==> src/rtl/ttw_pkg.sv <==
package ttw_pkg;

    localparam int WORD_W  = 32;
    localparam int FC_W    = 3;
    localparam int BYTE_W  = 8;

    // stored form of one window; reserved word bits are not kept
    typedef struct packed {
        logic [BYTE_W-1:0] abase;    // word 31:24
        logic [BYTE_W-1:0] aign;     // word 23:16, 1 = ignore
        logic              en;       // word 15
        logic              dir_val;  // word 9, 1 = read
        logic              dir_ign;  // word 8
        logic [FC_W-1:0]   fcbase;   // word 6:4
        logic [FC_W-1:0]   fcign;    // word 2:0, 1 = ignore
    } win_t;

    function automatic win_t unpack_win(input logic [WORD_W-1:0] w);
        win_t r;
        r.abase   = w[31:24];
        r.aign    = w[23:16];
        r.en      = w[15];
        r.dir_val = w[9];
        r.dir_ign = w[8];
        r.fcbase  = w[6:4];
        r.fcign   = w[2:0];
        return r;
    endfunction

endpackage

==> src/rtl/ttw_regs.sv <==
module ttw_regs
    import ttw_pkg::*;
#(
    parameter int NWIN = 2,
    localparam int SEL_W = (NWIN > 1) ? $clog2(NWIN) : 1
) (
    input  logic              clk,
    input  logic              rst_n,
    input  logic              wr_en,
    input  logic [SEL_W-1:0]  wr_sel,
    input  logic [WORD_W-1:0] wr_data,
    output win_t              win_q [NWIN]
);

    typedef struct packed {
        win_t [NWIN-1:0] win;
    } state_t;

    state_t state_d, state_q;

    // reserved word bits are dropped on purpose
    logic unused_rsv;
    assign unused_rsv = ^{wr_data[14:10], wr_data[7], wr_data[3]};

    always_comb begin
        state_d = state_q;
        if (wr_en) begin
            for (int i = 0; i < NWIN; i++) begin
                if (wr_sel == SEL_W'(i)) begin
                    state_d.win[i] = unpack_win(wr_data);
                end
            end
        end
    end

    always_ff @(posedge clk or negedge rst_n) begin
        if (!rst_n) begin
            state_q <= '0;
        end else begin
            state_q <= state_d;
        end
    end

    for (genvar g = 0; g < NWIN; g++) begin : g_out
        assign win_q[g] = state_q.win[g];
    end

    // a write is visible in the selected window after the edge
    assert_load_R2: assert property (@(posedge clk) disable iff (!rst_n)
        wr_en |=> win_q[$past(wr_sel)] == unpack_win($past(wr_data)));

endmodule

==> src/rtl/ttw_cmp.sv <==
module ttw_cmp
    import ttw_pkg::*;
#(
    parameter int ADDR_W = 32,
    localparam int TOP_LO = ADDR_W - BYTE_W
) (
    input  win_t              cfg,
    input  logic [ADDR_W-1:0] laddr,
    input  logic [FC_W-1:0]   fc,
    input  logic              rd,
    output logic              match
);

    logic unused_low;
    logic addr_ok, fc_ok, dir_ok;

    assign unused_low = ^laddr[TOP_LO-1:0];

    always_comb begin
        addr_ok = ((laddr[ADDR_W-1:TOP_LO] ^ cfg.abase) & ~cfg.aign) == '0;
        fc_ok   = ((fc ^ cfg.fcbase) & ~cfg.fcign) == '0;
        dir_ok  = cfg.dir_ign | (rd == cfg.dir_val);
        match   = cfg.en & addr_ok & fc_ok & dir_ok;
    end

endmodule

==> src/rtl/ttw_prio.sv <==
module ttw_prio #(
    parameter int NWIN = 2,
    localparam int SEL_W = (NWIN > 1) ? $clog2(NWIN) : 1
) (
    input  logic [NWIN-1:0]  req,
    output logic             any,
    output logic [SEL_W-1:0] idx
);

    // scan from the top so the lowest index is written last and wins
    always_comb begin
        any = 1'b0;
        idx = '0;
        for (int i = NWIN - 1; i >= 0; i--) begin
            if (req[i]) begin
                any = 1'b1;
                idx = SEL_W'(i);
            end
        end
    end

endmodule

==> src/rtl/ttw_matcher.sv <==
module ttw_matcher
    import ttw_pkg::*;
#(
    parameter int NWIN   = 2,
    parameter int ADDR_W = 32,
    parameter int STAT_W = 16,
    parameter int TBIT   = 6,
    localparam int SEL_W = (NWIN > 1) ? $clog2(NWIN) : 1
) (
    input  logic              clk,
    input  logic              rst_n,
    input  logic              wr_en,
    input  logic [SEL_W-1:0]  wr_sel,
    input  logic [WORD_W-1:0] wr_data,
    input  logic [ADDR_W-1:0] laddr,
    input  logic [FC_W-1:0]   fc,
    input  logic              rd,
    output logic              hit,
    output logic [NWIN-1:0]   win_hit,
    output logic [SEL_W-1:0]  hit_idx,
    output logic [ADDR_W-1:0] pass_addr,
    output logic [STAT_W-1:0] status
);

    win_t win_q [NWIN];

    ttw_regs #(.NWIN(NWIN)) u_regs (
        .clk     (clk),
        .rst_n   (rst_n),
        .wr_en   (wr_en),
        .wr_sel  (wr_sel),
        .wr_data (wr_data),
        .win_q   (win_q)
    );

    for (genvar g = 0; g < NWIN; g++) begin : g_cmp
        ttw_cmp #(.ADDR_W(ADDR_W)) u_cmp (
            .cfg   (win_q[g]),
            .laddr (laddr),
            .fc    (fc),
            .rd    (rd),
            .match (win_hit[g])
        );

        // a disabled window never hits
        assert_win_disabled_R3: assert property (@(posedge clk) disable iff (!rst_n)
            !win_q[g].en |-> !win_hit[g]);
    end

    ttw_prio #(.NWIN(NWIN)) u_prio (
        .req (win_hit),
        .any (hit),
        .idx (hit_idx)
    );

    always_comb begin
        pass_addr = hit ? laddr : '0;
        status = '0;
        status[TBIT] = hit;
    end

    // the reported window really hit, and lower windows did not
    assert_prio_R9: assert property (@(posedge clk) disable iff (!rst_n)
        hit |-> (win_hit[hit_idx] && ((win_hit & ((NWIN'(1) << hit_idx) - NWIN'(1))) == '0)));

    // pass-through address tracks the logical address on a hit
    assert_pass_addr_R10: assert property (@(posedge clk) disable iff (!rst_n)
        hit |-> pass_addr == laddr);

    // status is never nonzero without a hit
    assert_status_R8: assert property (@(posedge clk) disable iff (!rst_n)
        !hit |-> status == '0);

endmodule

==> config.mk <==
export PLATFORM = sky130hd
export DESIGN_NAME = ttw_matcher
export DESIGN_NICKNAME = d
export VERILOG_FILES = /design/src/rtl/ttw_pkg.sv /design/src/rtl/ttw_regs.sv /design/src/rtl/ttw_cmp.sv /design/src/rtl/ttw_prio.sv /design/src/rtl/ttw_matcher.sv
export SDC_FILE = /design/constraint.sdc
export NUM_CORES = 1
export LEC_CHECK = 0
export ABC_AREA = 1
export BUFFER_PORTS_ARGS = -buffer_cell sky130_fd_sc_hd__buf_2
export CORE_MARGIN = 3
export CORE_UTILIZATION = 51
export DETAILED_ROUTE_END_ITERATION = 8
export PLACE_DENSITY_LB_ADDON = 0.1
export SLEW_MARGIN = 0
export SYNTH_ARGS = -nofsm -noshare
export SYNTH_HDL_FRONTEND = slang
export SYNTH_SLANG_ARGS = --single-unit
==> constraint.sdc <==
create_clock -name clk -period 4.6 [get_ports clk]
set_clock_uncertainty 0.2 [all_clocks]
set_input_delay 0.46 -clock clk [delete_from_list [all_inputs] [get_ports clk]]
set_output_delay 0.46 -clock clk [all_outputs]
set_load 0.1 [all_outputs]
[After elaboration in Yosys (flattened, before gate mapping)]
Index checks and enable logic that the tools add are counted.
Cells by class
  equality and inequality tests: 2
  mux-type cells: 4
  bitwise logic cells: 21
  reductions and logical operators: 6
Operator list (count)
  2-to-1 mux 32 bit: 1
  bitwise AND 8 bit: 2
  logical NOT 8 bit: 2
  NOT 8 bit: 2
  XOR 8 bit: 2
  bitwise AND 1 bit: 6
  bitwise AND 3 bit: 2
  logical NOT 3 bit: 2
  NOT 3 bit: 2
  XOR 3 bit: 2
  AND reduction 2 bit: 2
  2-to-1 mux 1 bit: 3
  == test 1 bit: 2
  bitwise OR 1 bit: 2
  NOT 1 bit: 1
Word-level totals
  flip-flop bits (word level): 50
  logic and storage cells: 47

[Logic depth before layout (Yosys ltp)]
Gate-level depths: netlist of run 1.
  depth in word-level cells: 9
  gate-level depth with buffers: 11

[Modules after synthesis]
A second synthesis of run 1 with hierarchy kept.
Unflattened totals
  cells, all modules: 456
  area, all modules: 3040.4 um2
By module, submodules not included
  ttw_regs: instances 1, cells an instance 218, area each 2011.9 um2
  ttw_cmp: instances 2, cells an instance 75, area each 306.5 um2
  ttw_matcher: instances 1, cells an instance 84, area each 397.9 um2
  ttw_prio: instances 1, cells an instance 4, area each 17.5 um2

[Worst setup path after synthesis of run 1]
OpenSTA, ideal clock, no wires.
  path kind: input to output
  start point: input port fc[2]
  end point: output port hit_idx
  arrival: 2.962 ns
  required time: 3.940 ns
  slack: 0.978 ns
  stages: 6
  cell sequence: or2_0 nand2_1 nand2_1 nor2_1 nand2_1 nor3_1
Between the ends
  longest elaborated chain between the ends: 7
  elaborated cells between the ends (all ways): 12
  classes of those cells: mux: 2; bitwise: 8; reduce/logical: 2
RTL lines
  start, declared: RTL line ttw_matcher.sv:16  | input logic [FC_W-1:0] fc,
  XOR 3 bit: RTL line ttw_cmp.sv:21  | fc_ok = ((fc ^ cfg.fcbase) & ~cfg.fcign) == '0;
  bitwise AND 3 bit: RTL line ttw_cmp.sv:21
  logical NOT 3 bit: RTL line ttw_cmp.sv:21
  bitwise AND 1 bit (2 in series): RTL line ttw_cmp.sv:23  | match = cfg.en & addr_ok & fc_ok & dir_ok;
  2-to-1 mux 1 bit: RTL line ttw_prio.sv:15  | if (req[i]) begin
  2-to-1 mux 1 bit *: RTL line ttw_prio.sv:15
  end, declared: RTL line ttw_matcher.sv:20  | output logic [SEL_W-1:0] hit_idx,
Every way passes the cells marked *; elsewhere a longest branch is shown, timed or not.

[Worst setup path in the final report of run 1]
  start point: register u_regs.state_q, in the netlist u_regs.win_q[49]
  end point: output port hit
Between the ends
  longest elaborated chain between the ends: 7
RTL lines
  start, declared: RTL line ttw_regs.sv:19  | state_t state_d, state_q;
  start signal, assigned: RTL line ttw_regs.sv:40  | state_q <= state_d;
  XOR 8 bit: RTL line ttw_cmp.sv:20  | addr_ok = ((laddr[ADDR_W-1:TOP_LO] ^ cfg.abase) & ~cfg.aign) == '0;
  bitwise AND 8 bit: RTL line ttw_cmp.sv:20
  logical NOT 8 bit: RTL line ttw_cmp.sv:20
  bitwise AND 1 bit (3 in series): RTL line ttw_cmp.sv:23
  2-to-1 mux 1 bit: RTL line ttw_prio.sv:15
  end, declared: RTL line ttw_matcher.sv:18  | output logic hit,
No other way between the ends.

==> impl_metrics.tcl, run 1 <==
set metrics [dict create \
    status "completed" \
    synth.area.top_cells "dfrtp_1 43%, nand2_1 14%, inv_1 12%" \
    finalHoldViolCount 0 \
    final_util_pct 64.9 \
    cts.sinks 50 \
    crit_start "u_regs.win_q[49]$_DFFE_PN0P_" \
    setup_viol 0 \
    rsz0062_at_grt "false" \
    vias 2517 \
    synth_top_area_share_pct 43.2 \
    rr_startpoint "u_regs.win_q[47]$_DFFE_PN0P_" \
    finish.net_count 572 \
    tns_ns 0 \
    internal_power_uw 694 \
    ys_warn_count 0 \
    antenna_found_initial 0 \
    syn_to_final_growth_pct 18.8 \
    switching_power_uw 344 \
    seqPwrFrac_pct 50.8 \
    grt_start_max_net_pins 51 \
    htreeDepth 2 \
    place.port_buffers 101 \
    final_common_cell "nand2_1" \
    core.rowCount 26 \
    diodes 0 \
    power.share.clock_pct 25.0 \
    cap_violations 0 \
    reg2regPathDepth 2 \
    cts_root_buf "clkbuf_8" \
    leakagePower_nw 2.11 \
    insertion_delay_ns 0.30 \
    viasPerCell 4.41 \
    cts_buffer_depth 2 \
    stdcell_count 571 \
    dp_cells 563 \
    wire_per_inst_um 10.4 \
    ys_seq_elements 50 \
    largest_reg_flops 50 \
    grt_pass1_wl_um 9360 \
    hold_path_class "in2async" \
    p_comb_share_pct 24.1 \
    start_util_pct 54.6 \
    drt_first_pass_iters 4 \
    die_w_um 81.4 \
    postCtsSetupBuffers 0 \
    fmax_ghz 0.309 \
    worst-setup-path-type "reg2out" \
    fin_ws_ns 1.37 \
    cp_max_fo 33 \
    clkSlewWorstSetupHoldPaths_ns 0.09 \
    pre_cts_slack_ns 1.45 \
    worstPathRequired_ns 3.94 \
    cts_resized 0 \
    grt_pass1_vias 2195 \
    synthesis.area_um2 2900 \
    ir_drop_mv 0.194 \
    slew_viol_final 0 \
    holdWs_ns 0.164 \
    n_fill_cell 498 \
    cts-hold-fix-buffers 0 \
    drt-initial-drc-count 131 \
    final_cell_mix "111 x nand2_1, 101 x buf_2, 90 x inv_1" \
    io_pins 124 \
    overflow 0 \
    p_per_area_nw_per_um2 301 \
    yosysSeqAreaShare_pct 43.2 \
    hpwl_um 4520 \
    fp.dieH_um 81.4 \
    critPathLaunchType "flip-flop" \
    cp.arrival_ns 2.57 \
    yosysUniqueCellTypes 19 \
    period_needed_ns 3.23 \
    slew_headroom_pct 25.8 \
    globalplace.congestion 0.772 \
    period_share_pct 70.3 \
    yosysTopAreaCell "dfrtp_1" \
    cts_buffers 5 \
    core-area_um2 5300 \
    synth_cells 407 \
    drc_errors 0 \
    end_kind "output pin" \
    track_usage_pct 18.2 \
    routed_wirelength_um 5910 \
    dieArea_um2 6620 \
    swShare_pct 33.1 \
    worstMarginPinSlew_ns 1.11 \
    avgSynthCellArea_um2 7.12 \
    ant_nets 0 \
    layout-drive-gt1-share_pct 28.3 \
    cts_tree "built" \
]
## Yosys cell counts, drive strengths merged
| library cell | instances |
|---|---|
| nand3 | 8 |
| a21oi | 4 |
| o21ai | 51 |
| inv | 90 |
| or2 | 3 |
| conb | 1 |
| nand3b | 6 |
| clkbuf | 9 |
| dfrtp | 50 |
| nand2 | 111 |
| xnor2 | 1 |
| buf | 22 |
| nor3 | 1 |
| nor2 | 50 |
## layer usage
layer  up-vias  track usage, %  share of wire [%]
met2        78            32.5                 48
met3         7            4.32                8.1
met1      1088            21.8                 42
met4         0            4.56               0.98
li1       1344               -                  -
met5         -               0                  0
## stage by stage
| stage | area [µm²] | power [mW] |
|---|---|---|
| floorplan | 2950 | 0.728 |
| detailed placement | 3350 | 0.790 |
| finish | 3440 | 1.04 |
| global placement | 3350 | 0.783 |
| global route | 3440 | 1.10 |
| CTS | 3440 | 1.05 |
## final timing paths
check | to | slack (ns)
max in group asynchronous | u_regs.win_q[1]$_DFFE_PN0P_ | 3.36
setup reg to reg | u_regs.win_q[47]$_DFFE_PN0P_ | 3.72
min in group clk | u_regs.win_q[22]$_DFFE_PN0P_ | 0.22
setup / recovery | hit | 1.37
hold / removal | u_regs.win_q[9]$_DFFE_PN0P_ | 0.16
hold reg to reg | u_regs.win_q[10]$_DFFE_PN0P_ | 0.29
## power by group through the flow
stage	clock network [mW]	registers, mW	logic [mW]
after global placement	0	0.535	0.248
after detailed placement	0	0.536	0.254
after CTS	0.268	0.528	0.254
final	0.260	0.527	0.250
after floorplan	0	0.528	0.200
after global routing	0.282	0.536	0.286
## critical path, cell delays in order (launching register included)
cell	delay [ns]
dfrtp_1	0.40
nand2_1	0.07
nand2_1	0.04
o21ai_0	0.18
nor2_1	0.08
nand2_1	0.11
nor2_4	0.06
nor2_4	0.84
inv_1	0.15
buf_2	0.35
## final cells by class
class	instances	area [µm²]	area share, %
Multi-Input combinational cell	250	1150	33.5
Clock buffer	7	86.3	2.51
Clock inverter	1	5.00	0.145
Timing Repair Buffer	103	520	15.1
Tap cell	70	87.6	2.54
Inverter	90	338	9.81
Sequential cell	50	1250	36.4
## cells by family after synthesis
logic type / synth area share (%)
compound gates: 9.50
xor+xnor: 0.302
buf+inv: 18.8
flops: 43.2
other cells: 0.129
simple gates: 28.1
(Power assumes the default switching activity.)
==> run 2, diff against run 1 <==
Settings changed: ABC_AREA 1 to 0, CORE_UTILIZATION 51 to 47.
Clock period 4.6 ns to 3.1 ns, I/O delays scaled along.
==> impl_metrics.tcl, run 2 <==
set metrics [dict create \
    hpwl_um 4760 \
    core-area_um2 5570 \
    track_usage_pct 18.3 \
    synthAdderAreaFrac_pct 0 \
    setup_viol 0 \
    fp.dieH_um 82.4 \
    core.rowCount 27 \
    finalHoldViolCount 0 \
    ys_warn_count 0 \
    finalPower_mw 1.94 \
    slew_headroom_pct 27.2 \
    drt-initial-drc-count 39 \
    cts_buffers 5 \
    cp_num_buf_inv 2 \
    leakagePower_nw 1.69 \
    synth_compound_area_share_pct 15.4 \
    critPathLaunchType "flip-flop" \
    diodes 0 \
    synth_top_family_by_area "multiplexers" \
    cp_slowest_cell "nor4_2" \
    routed_wirelength_um 6130 \
    final_cell_mix "65 x buf_2, 50 x mux2_2, 50 x dfrtp_1" \
    cts_buffer_depth 2 \
    slew_viol_final 0 \
    end_kind "output pin" \
    finish.net_count 385 \
    worstMarginPinSlew_ns 1.09 \
    synthTopCellsByCount "50 x dfrtp_1, 50 x mux2_2, 28 x a21boi_2" \
    cp.arrival_ns 2.38 \
    ys_async_sr_fraction_pct 100 \
    period_needed_ns 2.89 \
    hold_path_class "in2async" \
    place.port_buffers 101 \
    status "completed" \
    grt_pass1_wl_um 9270 \
    grt_pass1_vias 1947 \
    synth.area.top_cells "dfrtp_1 46%, mux2_2 21%, a21boi_2 11%" \
    cap_violations 0 \
    vias 1945 \
    layout-drive-gt1-share_pct 63.6 \
    cp_max_fo 15 \
    drt_first_pass_iters 4 \
    ys_seq_elements 50 \
    syn_to_final_growth_pct 42.1 \
    antenna_found_initial 0 \
    worstPathRequired_ns 2.59 \
    final_util_pct 69.9 \
    p_per_area_nw_per_um2 497 \
    yosysUniqueCellTypes 20 \
    stdcell_area_um2 3900 \
    synth_cells 212 \
    io_pins 124 \
    synthesis.area_um2 2740 \
    holdWs_ns 0.0103 \
    synthXorXnorAreaFrac_pct 7.66 \
    cts_root_buf "clkbuf_8" \
    cts.sinks 50 \
    grt_start_max_net_pins 51 \
    final_common_cell "buf_2" \
    synth-edff-count 0 \
    rsz0062_at_grt "false" \
    avgSynthCellArea_um2 12.9 \
    htreeDepth 2 \
    largest_reg_flops 50 \
    ir_drop_mv 0.365 \
    cp_top_family "simple AND/OR/NAND/NOR gates" \
    period_share_pct 93.3 \
    insertion_delay_ns 0.29 \
    synth_top_area_share_pct 45.6 \
    ant_nets 0 \
    synth_mux_area_share_pct 20.5 \
    crit_path_cell_trace "xnor2_1, o22ai_1, nor4_2, nand2_4, buf_4, a21boi_2, buf_12" \
    max_stage_delay_ns 0.44 \
    viasPerCell 5.05 \
    die_w_um 82.4 \
    dieArea_um2 6790 \
    wire_per_inst_um 15.9 \
    clkSlewWorstSetupHoldPaths_ns 0.08 \
    synthSimpleGateAreaFrac_pct 2.51 \
    placed_area_um2 3780 \
    yosysSeqAreaShare_pct 45.6 \
    overflow 0 \
    cts_tree "built" \
    globalplace.congestion 0.715 \
    start_util_pct 49.2 \
    worst-setup-path-type "reg2out" \
    drc_errors 0 \
    synth-main-ff-cell "dfrtp_1" \
    yosysTopAreaCell "dfrtp_1" \
    fmax_ghz 0.346 \
]
[run 2: repair_timing]
item	4_1_cts	5_1_grt
setup endpoints to repair	0	23
hold buffers	0	0
setup buffers	0	0
resized for setup	0	1
hold endpoints to repair	0	0
[run 2: path summary, 6_finish.rpt]
check | startpoint | end | slack (ns) | cells after the start
min | rst_n | u_regs.win_q[10]$_DFFE_PN0P_ | 0.01 | 1
max in group asynchronous | rst_n | u_regs.win_q[37]$_DFFE_PN0P_ | 2.02 | 1
min reg2reg | u_regs.win_q[6]$_DFFE_PN0P_ | u_regs.win_q[6]$_DFFE_PN0P_ | 0.30 | 1
min in group clk | wr_data[9] | u_regs.win_q[32]$_DFFE_PN0P_ | 0.05 | 2
max | u_regs.win_q[42]$_DFFE_PN0P_ | pass_addr[9] | 0.21 | 7
max reg2reg | u_regs.win_q[48]$_DFFE_PN0P_ | u_regs.win_q[48]$_DFFE_PN0P_ | 2.12 | 1
[run 2: logic make-up after synthesis]
kind of cell    count (synthesis)
mux                            50
flops                          50
compound gates                 45
buf+inv                        31
xor+xnor                       24
simple gates                   11
other cells                     1
[run 2: through the flow]
step	cells	setup WS, ns	TNS, ns
6_report	385	0.208	0
5_1_grt	385	0.0253	0
4_1_cts	385	0.101	0
3_5_place_dp	378	0.413	0
3_3_place_gp	378	0.452	0
2_1_floorplan	226	-0.719	-2.98
[run 2: layout make-up]
class	instances	area, µm²
inverters	2	7.51
multi-input cells	145	1330
fillers	409	1680
repair buffers	109	1110
clock buffers	6	82.6
flip-flops and latches	50	1250
well taps	72	90.1
clock inverters	1	30.0
[run 2: routing by layer]
metal	global-route usage, %	vias up	wire length [µm]
met5	0	-	0
met4	5.48	0	72
met3	5.75	7	611
met2	33.5	77	3150
met1	20.1	949	2300
li1	-	912	-
[run 2: where the power goes]
group	leakage (nW)	switching [mW]	internal, mW
combinational	1.05	0.403	0.273
clock	0.0573	0.199	0.258
sequential	0.587	0.0538	0.748
total	1.69	0.656	1.28
